`src/rtl/pxc_pkg.sv`:
```
package pxc_pkg;

   function automatic int pair_total(input int k);
      return (k * (k - 1)) / 2;
   endfunction

   function automatic int group_len(input int k, input int m);
      return ((k * (k - 1)) + m - 1) / m;
   endfunction

   // Position of pair (a,b), a<b, within one half of the outcome vector.
   function automatic int pair_offset(input int k, input int a, input int b);
      int off;
      off = 0;
      for (int x = 0; x < k; x++) begin
         if (x < a) off += k - 1 - x;
      end
      return off + (b - a - 1);
   endfunction

endpackage

```
`src/rtl/pxc_pair_walker.sv`:
```
module pxc_pair_walker #(
   parameter int K    = 5,
   parameter int CW   = (K > 2) ? $clog2(K) : 1,
   parameter int IDXW = 5
) (
   input  logic            clk_i,
   input  logic            rst_ni,
   input  logic            load_i,
   input  logic            step_i,
   output logic [IDXW-1:0] idx_o,
   output logic            last_o
);
   import pxc_pkg::*;

   localparam int P = pair_total(K);
   localparam logic [CW-1:0] LAST_CH = CW'(K - 1);
   localparam logic [CW-1:0] LAST_A  = CW'(K - 2);

   logic [CW-1:0] a_q, b_q;
   logic          half_q;

   always_ff @(posedge clk_i or negedge rst_ni) begin
      if (!rst_ni) begin
         a_q    <= '0;
         b_q    <= CW'(1);
         half_q <= 1'b0;
      end else if (load_i) begin
         a_q    <= '0;
         b_q    <= CW'(1);
         half_q <= 1'b0;
      end else if (step_i && !last_o) begin
         if (b_q == LAST_CH) begin
            if (a_q == LAST_A) begin
               half_q <= 1'b1;
               a_q    <= '0;
               b_q    <= CW'(1);
            end else begin
               a_q <= a_q + 1'b1;
               b_q <= a_q + CW'(2);
            end
         end else begin
            b_q <= b_q + 1'b1;
         end
      end
   end

   always_comb begin
      idx_o = IDXW'(pair_offset(K, int'(a_q), int'(b_q)));
      if (half_q) idx_o = idx_o + IDXW'(P);
   end

   assign last_o = half_q && (a_q == LAST_A) && (b_q == LAST_CH);

   // the inner chain index always lies above the outer one
   assert_pair_order_R3: assert property (@(posedge clk_i) disable iff (!rst_ni)
      b_q > a_q);

   // each fold step advances the walk by exactly one outcome position
   assert_walk_step_R3: assert property (@(posedge clk_i) disable iff (!rst_ni)
      (step_i && !load_i && !last_o) |=> (idx_o == IDXW'($past(idx_o) + 1'b1)));

endmodule

```
`src/rtl/pxc_group_fold.sv`:
```
module pxc_group_fold #(
   parameter int M     = 4,
   parameter int GROUP = 5,
   parameter int GW    = (GROUP > 1) ? $clog2(GROUP) : 1,
   parameter int BW    = $clog2(M + 1)
) (
   input  logic         clk_i,
   input  logic         rst_ni,
   input  logic         clear_i,
   input  logic         step_i,
   input  logic         bit_i,
   input  logic         last_i,
   output logic [M-1:0] resp_o
);
   logic          acc_q;
   logic [GW-1:0] fill_q;
   logic [BW-1:0] bidx_q;
   logic [M-1:0]  resp_q, resp_d;
   logic          acc_nx;
   logic          close_grp;

   assign acc_nx    = acc_q ^ bit_i;
   assign close_grp = step_i && ((fill_q == GW'(GROUP - 1)) || last_i);

   always_ff @(posedge clk_i or negedge rst_ni) begin
      if (!rst_ni) begin
         acc_q  <= 1'b0;
         fill_q <= '0;
         bidx_q <= '0;
      end else if (clear_i) begin
         acc_q  <= 1'b0;
         fill_q <= '0;
         bidx_q <= '0;
      end else if (close_grp) begin
         acc_q  <= 1'b0;
         fill_q <= '0;
         bidx_q <= bidx_q + 1'b1;
      end else if (step_i) begin
         acc_q  <= acc_nx;
         fill_q <= fill_q + 1'b1;
      end
   end

   // One write lane per response bit; a bit is written only when its group closes.
   for (genvar r = 0; r < M; r++) begin : g_lane
      always_comb begin
         if (clear_i)                               resp_d[r] = 1'b0;
         else if (close_grp && bidx_q == BW'(r))    resp_d[r] = acc_nx;
         else                                       resp_d[r] = resp_q[r];
      end
   end

   always_ff @(posedge clk_i or negedge rst_ni) begin
      if (!rst_ni) resp_q <= '0;
      else         resp_q <= resp_d;
   end

   assign resp_o = resp_q;

   // a group never holds more than GROUP outcomes
   assert_group_fill_R4: assert property (@(posedge clk_i) disable iff (!rst_ni)
      fill_q < GW'(GROUP));

   // the response bit pointer never runs past the top response bit
   assert_bit_index_R5: assert property (@(posedge clk_i) disable iff (!rst_ni)
      close_grp |-> (bidx_q < BW'(M)));

endmodule

```
`src/rtl/pairwise_xor_compressor.sv`:
```
module pairwise_xor_compressor #(
   parameter int K = 5,
   parameter int M = 4,
   parameter int NDEC = K * (K - 1)
) (
   input  logic            clk_i,
   input  logic            rst_ni,
   input  logic            start_i,
   input  logic [NDEC-1:0] pair_dec_i,
   output logic            busy_o,
   output logic            done_o,
   output logic [M-1:0]    resp_o
);
   import pxc_pkg::*;

   localparam int GROUP = group_len(K, M);
   localparam int IDXW  = (NDEC > 1) ? $clog2(NDEC) : 1;

   if (K < 2) begin : g_bad_k
      $error("pairwise_xor_compressor: K must be at least 2");
   end
   if (M < 1 || M > NDEC) begin : g_bad_m
      $error("pairwise_xor_compressor: M must lie in 1..K(K-1)");
   end
   if (NDEC != K * (K - 1)) begin : g_bad_n
      $error("pairwise_xor_compressor: NDEC must equal K(K-1)");
   end

   logic [NDEC-1:0] dec_q;
   logic            busy_q, done_q;
   logic            accept;
   logic [IDXW-1:0] walk_idx;
   logic            walk_last;

   assign accept = start_i && !busy_q;

   always_ff @(posedge clk_i or negedge rst_ni) begin
      if (!rst_ni) begin
         dec_q  <= '0;
         busy_q <= 1'b0;
         done_q <= 1'b0;
      end else begin
         done_q <= 1'b0;
         if (accept) begin
            dec_q  <= pair_dec_i;
            busy_q <= 1'b1;
         end else if (busy_q && walk_last) begin
            busy_q <= 1'b0;
            done_q <= 1'b1;
         end
      end
   end

   pxc_pair_walker #(.K(K), .IDXW(IDXW)) u_walk (
      .clk_i  (clk_i),
      .rst_ni (rst_ni),
      .load_i (accept),
      .step_i (busy_q),
      .idx_o  (walk_idx),
      .last_o (walk_last)
   );

   pxc_group_fold #(.M(M), .GROUP(GROUP)) u_fold (
      .clk_i   (clk_i),
      .rst_ni  (rst_ni),
      .clear_i (accept),
      .step_i  (busy_q),
      .bit_i   (dec_q[walk_idx]),
      .last_i  (walk_last),
      .resp_o  (resp_o)
   );

   assign busy_o = busy_q;
   assign done_o = done_q;

   // completion is a single-cycle pulse
   assert_done_pulse_R6: assert property (@(posedge clk_i) disable iff (!rst_ni)
      done_q |=> !done_q);

   // completion only follows a busy cycle, and busy is low with it
   assert_done_after_busy_R9: assert property (@(posedge clk_i) disable iff (!rst_ni)
      $rose(done_q) |-> ($past(busy_q) && !busy_q));

   // with no walk and no start, the response holds
   assert_resp_hold_R7: assert property (@(posedge clk_i) disable iff (!rst_ni)
      (!busy_q && !start_i) |=> $stable(resp_o));

   // a start during a walk neither stops nor rewinds it
   assert_start_ignored_R8: assert property (@(posedge clk_i) disable iff (!rst_ni)
      (busy_q && start_i && !walk_last) |=> (busy_q && walk_idx == IDXW'($past(walk_idx) + 1'b1)));

endmodule

```
`config.mk`:
```
export PLATFORM = sky130hd
export DESIGN_NAME = pairwise_xor_compressor
export DESIGN_NICKNAME = d
export VERILOG_FILES = /design/src/rtl/pxc_pkg.sv /design/src/rtl/pxc_pair_walker.sv /design/src/rtl/pxc_group_fold.sv /design/src/rtl/pairwise_xor_compressor.sv
export SDC_FILE = /design/constraint.sdc
export NUM_CORES = 1
export LEC_CHECK = 0
export BUFFER_PORTS_ARGS = -buffer_cell sky130_fd_sc_hd__buf_2
export CORE_ASPECT_RATIO = 0.75
export CORE_UTILIZATION = 35
export DETAILED_ROUTE_END_ITERATION = 8
export HOLD_SLACK_MARGIN = 0.03
export PLACE_DENSITY = 0.59
export SLEW_MARGIN = 20
export SYNTH_ARGS = -nofsm -noshare
export SYNTH_HDL_FRONTEND = slang
export SYNTH_HIERARCHICAL = 1
export SYNTH_SLANG_ARGS = --single-unit
```
`constraint.sdc`:
```
create_clock -name clk_i -period 4.3 [get_ports clk_i]
set_input_delay 0.645 -clock clk_i [delete_from_list [all_inputs] [get_ports clk_i]]
set_output_delay 0.645 -clock clk_i [all_outputs]
set_load 0.005 [all_outputs]
```
==> flow_metrics.tcl, run 1 <==
set metrics [dict create \
    critPathCaptureType "flop" \
    final_util_pct 42.7 \
    yosysUniqueCellTypes 46 \
    ys_seq_elements 40 \
    setup_tns_ns 0 \
    synth_adder_area_share_pct 13.9 \
    die-area_um2 7580 \
    cts_max_level 2 \
    synth_mux_area_share_pct 16.3 \
    overflow 0 \
    max_stage_delay_ns 0.55 \
    n_fill_cell 686 \
    worst-path-max-fanout 4 \
    synthTopCellsByArea "dfrtp_1, ha_1, mux2_2" \
    grt_pass1_vias 1755 \
    gp_congestion 0.760 \
    cp_top_family "adder cells" \
    cts_buffers 5 \
    grt_max_degree 41 \
    synth_compound_area_share_pct 9.50 \
    routed_wl_mm 4.87 \
    setup-violations-final 0 \
    core_area_um2 6900 \
    drt_iter0_markers 79 \
    io-pin-count 29 \
    clk_pin_slew_worst_paths_ns 0.08 \
    diodes 0 \
    clock_path_buffers 2 \
    critPathRequiredTime_ns 4.50 \
    hpwl_mm 3.46 \
    place.port_buffers 28 \
    root_buffer "clkbuf_8" \
    post-route-min-period_ns 4.05 \
    cts_tree "done" \
    cts_hold_buffers 0 \
    routedWlPerCell_um 13.6 \
    skew_ns 0.00546 \
    avgViaCountPerCell 4.77 \
    synth_ff_type "dfrtp_1" \
    synth_warnings 6 \
    antenna_found_initial 0 \
    hold_viol 0 \
    synth_top_area_cell "dfrtp_1" \
    critPathArrivalTime_ns 4.25 \
    maxSlewViolCount 0 \
    clk_latency_ns 0.29 \
    grt_pass1_wl_mm 8.22 \
    synthXorXnorAreaFrac_pct 3.81 \
    run_status "finished clean" \
    synth_edf_count 0 \
    netlist_area_um2 2530 \
    fmax_mhz 247 \
    num_rows 26 \
    slowest_stage "dfstp_2" \
    die_h_um 75.6 \
    avgSynthCellArea_um2 11.1 \
    synthArstFlopShare_pct 100 \
    worstMarginPinSlew_ns 0.890 \
    netlist.area_leader.share_pct 38.6 \
    period_share_pct 94.2 \
    syn_inst 227 \
    syn_nets 277 \
    drc_errors 0 \
    synth_simple_gate_area_share_pct 11.5 \
    rsz0062_at_grt "false" \
    ys_seq_area_share_pct 39.6 \
    crit_buf_inv 4 \
    synthToLayoutAreaGrowth_pct 16.4 \
    die_w_um 100 \
    num_vias 1706 \
    drive_gt1_share_pct 31.2 \
    holdCritPathClass "input pin to async pin" \
    slew_headroom_pct 40.7 \
    antenna_left 0 \
    fin_nets 309 \
    initial_core_util_pct 36.7 \
    grtUsageTotal_pct 14.2 \
    crit_chain "inv_2 -> ha_1 -> inv_1 -> fa_1 -> inv_1 -> ha_1 -> inv_2 -> ha_4 -> fa_1 -> ha_1 -> mux2_4 -> mux4_2 -> o211ai_1 -> o311ai_2 -> nor2b_1 -> o21bai_2 -> o31ai_1" \
    synth_top_family_by_area "multiplexers" \
    path_class "flop to flop" \
    cp_common_cell "ha_1" \
    worstSetupStartpointType "flop" \
    cts_sinks 40 \
    cap_violations 0 \
    dr.pass1.iters 4 \
]
==> cell type report <==
type                            instances  area (um^2)  share of cell area (%)
Multi-Input combinational cell        157         1450                    49.3
Sequential cell                        40         1000                    34.0
Timing Repair Buffer                   32          170                    5.78
Tap cell                               98          123                    4.16
Inverter                               23         86.3                    2.93
Clock buffer                            5         68.8                    2.34
Clock inverter                          3         42.5                    1.44
==> cells in the mapped netlist, types with 2 or more instances <==
| cell | count |
|---|---|
| a311oi_1 | 2 |
| ha_1 | 25 |
| a21oi_1 | 11 |
| mux2i_1 | 6 |
| nor3_1 | 6 |
| dfrtp_1 | 39 |
| a21boi_0 | 2 |
| nand2b_1 | 5 |
| buf_6 | 2 |
| mux4_1 | 3 |
| nor2b_1 | 5 |
| fa_1 | 2 |
| o21ai_0 | 4 |
| nand2_1 | 11 |
| a211oi_1 | 3 |
| nand3_1 | 4 |
| mux2_2 | 21 |
| nand3b_1 | 2 |
| inv_1 | 22 |
| buf_2 | 3 |
| xnor2_1 | 7 |
| and3_1 | 3 |
| o21bai_1 | 2 |
| a21o_1 | 2 |
| xor2_1 | 4 |
| nor2_1 | 11 |
==> per-layer routing <==
layer | GRT usage, % | vias to the layer above | wire, um
li1 | - | 855 | -
met1 | 18.9 | 817 | 2360
met2 | 23.4 | 30 | 2300
met3 | 3.58 | 4 | 188
met4 | 3.70 | 0 | 30
met5 | 0 | - | 0
==> worst paths after layout <==
check,start,cells past startpoint,endpoint,slack [ns]
hold / removal,rst_ni,1,dec_q[7],0.48
setup / recovery,u_walk/b_q[0],17,u_fold/resp_o[3],0.25
min in group clk_i,dec_q[17],1,dec_q[17],0.50
hold reg to reg,dec_q[17],1,dec_q[17],0.50
max in group asynchronous,rst_ni,1,u_fold/fill_q[0],3.26
setup reg to reg,u_walk/b_q[0],17,u_fold/resp_o[3],0.25
==> layout by cell type (no fill, tap or decap), types with 5 or more instances in the layout <==
master / n
nand2b_1: 5
mux2i_1: 5
inv_1: 20
mux2_2: 20
clkbuf_8: 5
nand2_1: 11
xnor2_1: 5
buf_2: 28
a21oi_1: 11
nor2_1: 11
nor3_1: 6
ha_1: 24
dfrtp_1: 39
==> registers in the layout (all words and copies together) (netlist names) <==
| signal | flops |
|---|---|
| u_fold/resp_o | 4 |
| done_o | 1 |
| u_fold/acc_q | 1 |
| u_fold/fill_q | 3 |
| u_walk/b_q | 3 |
| u_fold/bidx_q | 3 |
| u_walk/a_q | 3 |
| dec_q | 20 |
| busy_o | 1 |
| u_walk/half_q | 1 |
==> cell families after synthesis <==
logic type                 count (synthesis)
and+or+nand+nor                           52
DFF                                       40
AOI/OAI and AO/OA                         35
muxes                                     32
buffers and inverters                     30
adders and majority gates                 27
xor gates and xnor gates                  11
==> per-stage QoR <==
step	worst slack, ns	hold slack, ns	instance area (um^2)	instances
after floorplan	0.385	0.349	2530	227
after global routing	0.0389	0.526	2940	358
after CTS	0.0300	0.507	2890	358
after detailed placement	0.0970	0.489	2780	350
final	0.248	0.476	2940	358
after global placement	0.194	0.484	2780	350
==> what timing repair did <==
action                     4_1_cts  5_1_grt
setup buffers                    0        0
setup endpoints to repair        0        5
resized for setup                0       15
Power of run 1 is not shown: default switching activity piles up to over one toggle a cycle in this logic, so the estimate is an artifact.
==> inputs of run 2 (changes only) <==
--- a/config.mk
+++ b/config.mk
@@ -7,10 +7,10 @@
 export LEC_CHECK = 0
 export BUFFER_PORTS_ARGS = -buffer_cell sky130_fd_sc_hd__buf_2
 export CORE_ASPECT_RATIO = 0.75
-export CORE_UTILIZATION = 35
+export CORE_UTILIZATION = 56
 export DETAILED_ROUTE_END_ITERATION = 8
 export HOLD_SLACK_MARGIN = 0.03
-export PLACE_DENSITY = 0.59
+export PLACE_DENSITY = 0.84
 export SLEW_MARGIN = 20
 export SYNTH_ARGS = -nofsm -noshare
 export SYNTH_HDL_FRONTEND = slang
==> constraint.sdc (replaced) <==
create_clock -name clk_i -period 4 [get_ports clk_i]
set_input_delay 0.6 -clock clk_i [delete_from_list [all_inputs] [get_ports clk_i]]
set_output_delay 0.6 -clock clk_i [all_outputs]
set_load 0.005 [all_outputs]
==> run 2 against run 1 <==
Net effect: flip-flop and latch count unchanged; critical path depth unchanged; maximum frequency increased by 1.7%; critical endpoint unchanged; cell area increased by 3.2%; via count increased by 4.2%; clock skew decreased by 0.0010 ns; count of clock-buffer cells in the layout unchanged.
==> flow_metrics.tcl, run 2 (same netlist as run 1, synthesis figures left out) <==
set metrics [dict create \
    synthToLayoutAreaGrowth_pct 20.1 \
    final_util_pct 72.7 \
    slew_headroom_pct 40.7 \
    avgViaCountPerCell 5.54 \
    drt_iter0_markers 82 \
    root_buffer "clkbuf_8" \
    io-pin-count 29 \
    drc_errors 0 \
    num_rows 20 \
    gp_congestion 0.784 \
    grt_max_degree 41 \
    regMostFlops "dec_q" \
    setup-violations-final 0 \
    grtUsageTotal_pct 23.8 \
    maxSlewViolCount 0 \
    worst-path-max-fanout 4 \
    routedWlPerCell_um 15.6 \
    worstMarginPinSlew_ns 0.890 \
    dr.pass1.iters 4 \
    cap_violations 0 \
    cts_max_level 2 \
    hpwl_mm 3.42 \
    path_class "flop to flop" \
    pre_cts_slack_ns -0.228 \
    holdCritPathClass "input pin to async pin" \
    cts_buffers 5 \
    final_common_cell "dfrtp_1" \
    clock_path_buffers 2 \
    finalWorstSetupSlack_ns 0.0169 \
    critPathArrivalTime_ns 4.20 \
    largest_register_ffs 20 \
    post-route-min-period_ns 3.98 \
    run_status "finished clean" \
    die-area_um2 4790 \
    final_cell_mix "dfrtp_1, buf_2, ha_1" \
    drive_gt1_share_pct 37.6 \
    overflow 0 \
    place.port_buffers 28 \
    fin_nets 315 \
    diodes 0 \
    reg2reg_slack_ns 0.02 \
    initial_core_util_pct 60.5 \
    worstSetupStartpointType "flop" \
    hold_viol 0 \
    clk_pin_slew_worst_paths_ns 0.08 \
    die_h_um 60.2 \
    skew_ns 0.00446 \
    routed_wl_mm 5.01 \
    num_vias 1777 \
    antenna_left 0 \
    r2r-end "u_fold/resp_o[3]" \
    cts_hold_buffers 0 \
    clk_latency_ns 0.30 \
    grt_pass1_wl_mm 8.37 \
    critPathRequiredTime_ns 4.21 \
    r2r_cells 17 \
    period_share_pct 99.6 \
    critPathCaptureType "flop" \
    core_area_um2 4180 \
    die_w_um 79.6 \
    rr_startpoint "u_walk/b_q[0]" \
    fmax_mhz 251 \
    cts_tree "done" \
    cts_sinks 40 \
    antenna_found_initial 0 \
    grt_pass1_vias 1740 \
    rsz0062_at_grt "true" \
]
-- run 2: worst max-delay path: stages, from the launching register on --
cell      delay, ns
dfstp_2        0.38
inv_2          0.07
ha_4           0.14
inv_2          0.03
fa_1           0.49
inv_2          0.05
ha_4           0.26
inv_4          0.03
ha_4           0.15
fa_2           0.59
ha_4           0.22
mux2_4         0.27
mux4_2         0.28
o211ai_1       0.27
o311ai_4       0.17
nor2b_2        0.18
o21bai_4       0.08
o31ai_1        0.22
-- run 2: cell type report --
cell class / instances / area, um^2
fill: 297 / 1140
clock buffer: 5 / 68.8
timing repair buffer: 38 / 219
tap: 55 / 68.8
multi-input combinational: 157 / 1540
clock inverter: 3 / 46.3
inverter: 23 / 88.8
sequential: 40 / 1000
-- run 2: metrics by stage --
step | TNS, ns | instance area, um^2 | instances | hold WS [ns]
2_1_floorplan | 0 | 2530 | 227 | 0.304
3_3_place_gp | -0.204 | 2750 | 310 | 0.486
3_5_place_dp | -0.932 | 2750 | 310 | 0.493
4_1_cts | -0.0912 | 2940 | 319 | 0.447
5_1_grt | -0.510 | 3040 | 321 | 0.495
6_report | 0 | 3040 | 321 | 0.419
-- run 2: how the worst max path moves through the flow --
stage | cells after the start | start | slack, ns | endpoint
6_report | 17 | u_walk/b_q[0] | 0.02 | u_fold/resp_o[3]
2_1_floorplan | 17 | u_walk/b_q[0] | 0.09 | u_fold/resp_o[0]
3_3_place_gp | 17 | u_walk/b_q[0] | -0.05 | u_fold/resp_o[2]
5_1_grt | 17 | u_walk/b_q[0] | -0.13 | u_fold/resp_o[3]
3_5_place_dp | 19 | u_walk/b_q[0] | -0.23 | u_fold/resp_o[3]
4_1_cts | 17 | u_walk/b_q[0] | -0.05 | u_fold/resp_o[3]
-- run 2: what timing repair did --
item,CTS,global route
pin swaps,9,14
resized for setup,16,19
endpoints found under the setup margin,5,5
buffers inserted,1,2
-- run 2: layer usage --
metal	vias up	part of all wire (%)	track usage, %	wire length [um]
met4	0	1.2	7.79	62
met1	873	48	32.0	2390
li1	871	-	-	-
met5	-	0	0	0
met2	25	48	38.8	2420
met3	8	2.7	4.89	133
Power of run 2 is left out for the same reason.
==> inputs of run 3 (changes only) <==
--- a/config.mk
+++ b/config.mk
@@ -6,11 +6,11 @@
 export NUM_CORES = 1
 export LEC_CHECK = 0
 export BUFFER_PORTS_ARGS = -buffer_cell sky130_fd_sc_hd__buf_2
-export CORE_ASPECT_RATIO = 0.75
 export CORE_UTILIZATION = 56
 export DETAILED_ROUTE_END_ITERATION = 8
 export HOLD_SLACK_MARGIN = 0.03
 export PLACE_DENSITY = 0.84
+export RECOVER_POWER = 25
 export SLEW_MARGIN = 20
 export SYNTH_ARGS = -nofsm -noshare
 export SYNTH_HDL_FRONTEND = slang
==> constraint.sdc (replaced) <==
create_clock -name clk_i -period 4.1 [get_ports clk_i]
set_input_delay 0.615 -clock clk_i [delete_from_list [all_inputs] [get_ports clk_i]]
set_output_delay 0.615 -clock clk_i [all_outputs]
set_load 0.005 [all_outputs]
==> run 3 against run 2 <==
Net effect: the run now ends with capacitance limit, slew limit left; sequential share of layout area rose by 0.22 points; worst setup slack improved by 0.067 ns; count of clock-buffer cells in the layout did not move; die area barely moved; critical path depth rose by 1; routed wire length rose by 1.9%; worst hold slack improved by 0.088 ns; largest cell class unchanged.
==> flow_metrics.tcl, run 3 (same netlist as run 1, synthesis figures left out) <==
set metrics [dict create \
    run_status "finished with violations" \
    violations "capacitance limit, slew limit" \
    drive_gt1_share_pct 36.6 \
    die-area_um2 4790 \
    hold_viol 0 \
    routedWlPerCell_um 16.1 \
    crit_start "u_walk/b_q[0]" \
    synthToLayoutAreaGrowth_pct 19.3 \
    root_buffer "clkbuf_8" \
    place.port_buffers 28 \
    gp_congestion 0.845 \
    path_class "flop to flop" \
    num_vias 1745 \
    cts_sinks 40 \
    largest_register_ffs 20 \
    r2r-end "u_fold/resp_o[3]" \
    fin_nets 314 \
    pre_cts_slack_ns -0.0382 \
    hpwl_mm 3.35 \
    regMostFlops "dec_q" \
    setup_tns_ns 0 \
    cp-endpoint "u_fold/resp_o[3]" \
    grt_pass1_wl_mm 8.58 \
    dp_cells 307 \
    grtUsageTotal_pct 22.6 \
    worst-path-max-fanout 4 \
    overflow 0 \
    holdCritPathClass "flop to flop" \
    r2r_cells 18 \
    cts_buffers 5 \
    clock_path_buffers 2 \
    final_cells 317 \
    cap_violations 1 \
    worstSetupStartpointType "flop" \
    drt_iter0_markers 57 \
    grt_pass1_vias 1839 \
    period_share_pct 97.9 \
    cts_tree "done" \
    critPathCaptureType "flop" \
    dr.pass1.iters 4 \
    routed_wl_mm 5.10 \
    skew_ns 0.00753 \
    final_util_pct 69.3 \
    grt_max_degree 41 \
    clk_pin_slew_worst_paths_ns 0.09 \
    cts_max_level 2 \
    critPathArrivalTime_ns 4.23 \
    die_w_um 69.2 \
    critPathRequiredTime_ns 4.32 \
    die_h_um 69.2 \
    finalWorstSetupSlack_ns 0.0843 \
    slew_headroom_pct -40.4 \
    reg2reg_slack_ns 0.08 \
    final_common_cell "dfrtp_1" \
    diodes 0 \
    initial_core_util_pct 58.1 \
    clk_latency_ns 0.30 \
    rr_startpoint "u_walk/b_q[0]" \
    setup-violations-final 0 \
    avgViaCountPerCell 5.50 \
    num_rows 24 \
    drc_errors 0 \
    post-route-min-period_ns 4.02 \
    io-pin-count 29 \
    final_cell_mix "dfrtp_1, buf_2, ha_1" \
    worstMarginPinSlew_ns 2.11 \
    core_area_um2 4350 \
    hp-start "dec_q[16]" \
    fmax_mhz 249 \
    maxSlewViolCount 41 \
    antenna_found_initial 0 \
    antenna_left 0 \
]
==> run 3: layout make-up <==
type | count | area, um^2
Timing Repair Buffer | 37 | 206
Sequential cell | 40 | 1000
Clock buffer | 5 | 68.8
Inverter | 23 | 86.3
Clock inverter | 3 | 47.5
Fill cell | 301 | 1340
Tap cell | 52 | 65.1
Multi-Input combinational cell | 157 | 1540
==> run 3: per-stage QoR <==
step | cell area, um^2 | hold slack [ns]
after CTS | 2880 | 0.450
after floorplan | 2530 | 0.319
after detailed placement | 2740 | 0.489
final | 3020 | 0.507
after global placement | 2740 | 0.483
after global routing | 3020 | 0.524
==> run 3: worst max-delay path, cell delays in order (launching register included) <==
cell and delay (ns):
dfstp_2 0.54, inv_2 0.05, ha_4 0.15, inv_1 0.07
fa_1 0.43, inv_2 0.09, ha_4 0.20, inv_2 0.06
ha_4 0.14, fa_2 0.48, ha_4 0.19, nor2b_4 0.17
xnor2_4 0.17, mux4_2 0.36, mux2i_2 0.20, o311ai_2 0.13
nor2b_1 0.22, o21bai_4 0.11, o31ai_2 0.17
==> run 3: how the worst min path moves through the flow <==
stage / endpoint / depth (start not counted)
global route: dec_q[16] / 1
global placement: dec_q[19] / 1
floorplan: busy_o / 0
CTS: dec_q[2] / 1
finish: dec_q[16] / 1
detailed placement: dec_q[16] / 1
==> run 3: timing repair <==
action,CTS,global route
pin swaps,0,13
buffers inserted,0,2
hold buffers,0,0
endpoints found under the setup margin,4,5
resized for setup,5,27
==> run 3: routing by layer <==
layer | vias up | GRT usage, % | routed length, um
li1 | 859 | - | -
met1 | 854 | 29.0 | 2290
met2 | 26 | 38.7 | 2640
met3 | 6 | 4.07 | 111
met4 | 0 | 7.26 | 62
met5 | - | 0 | 0
Power of run 3 is left out for the same reason.
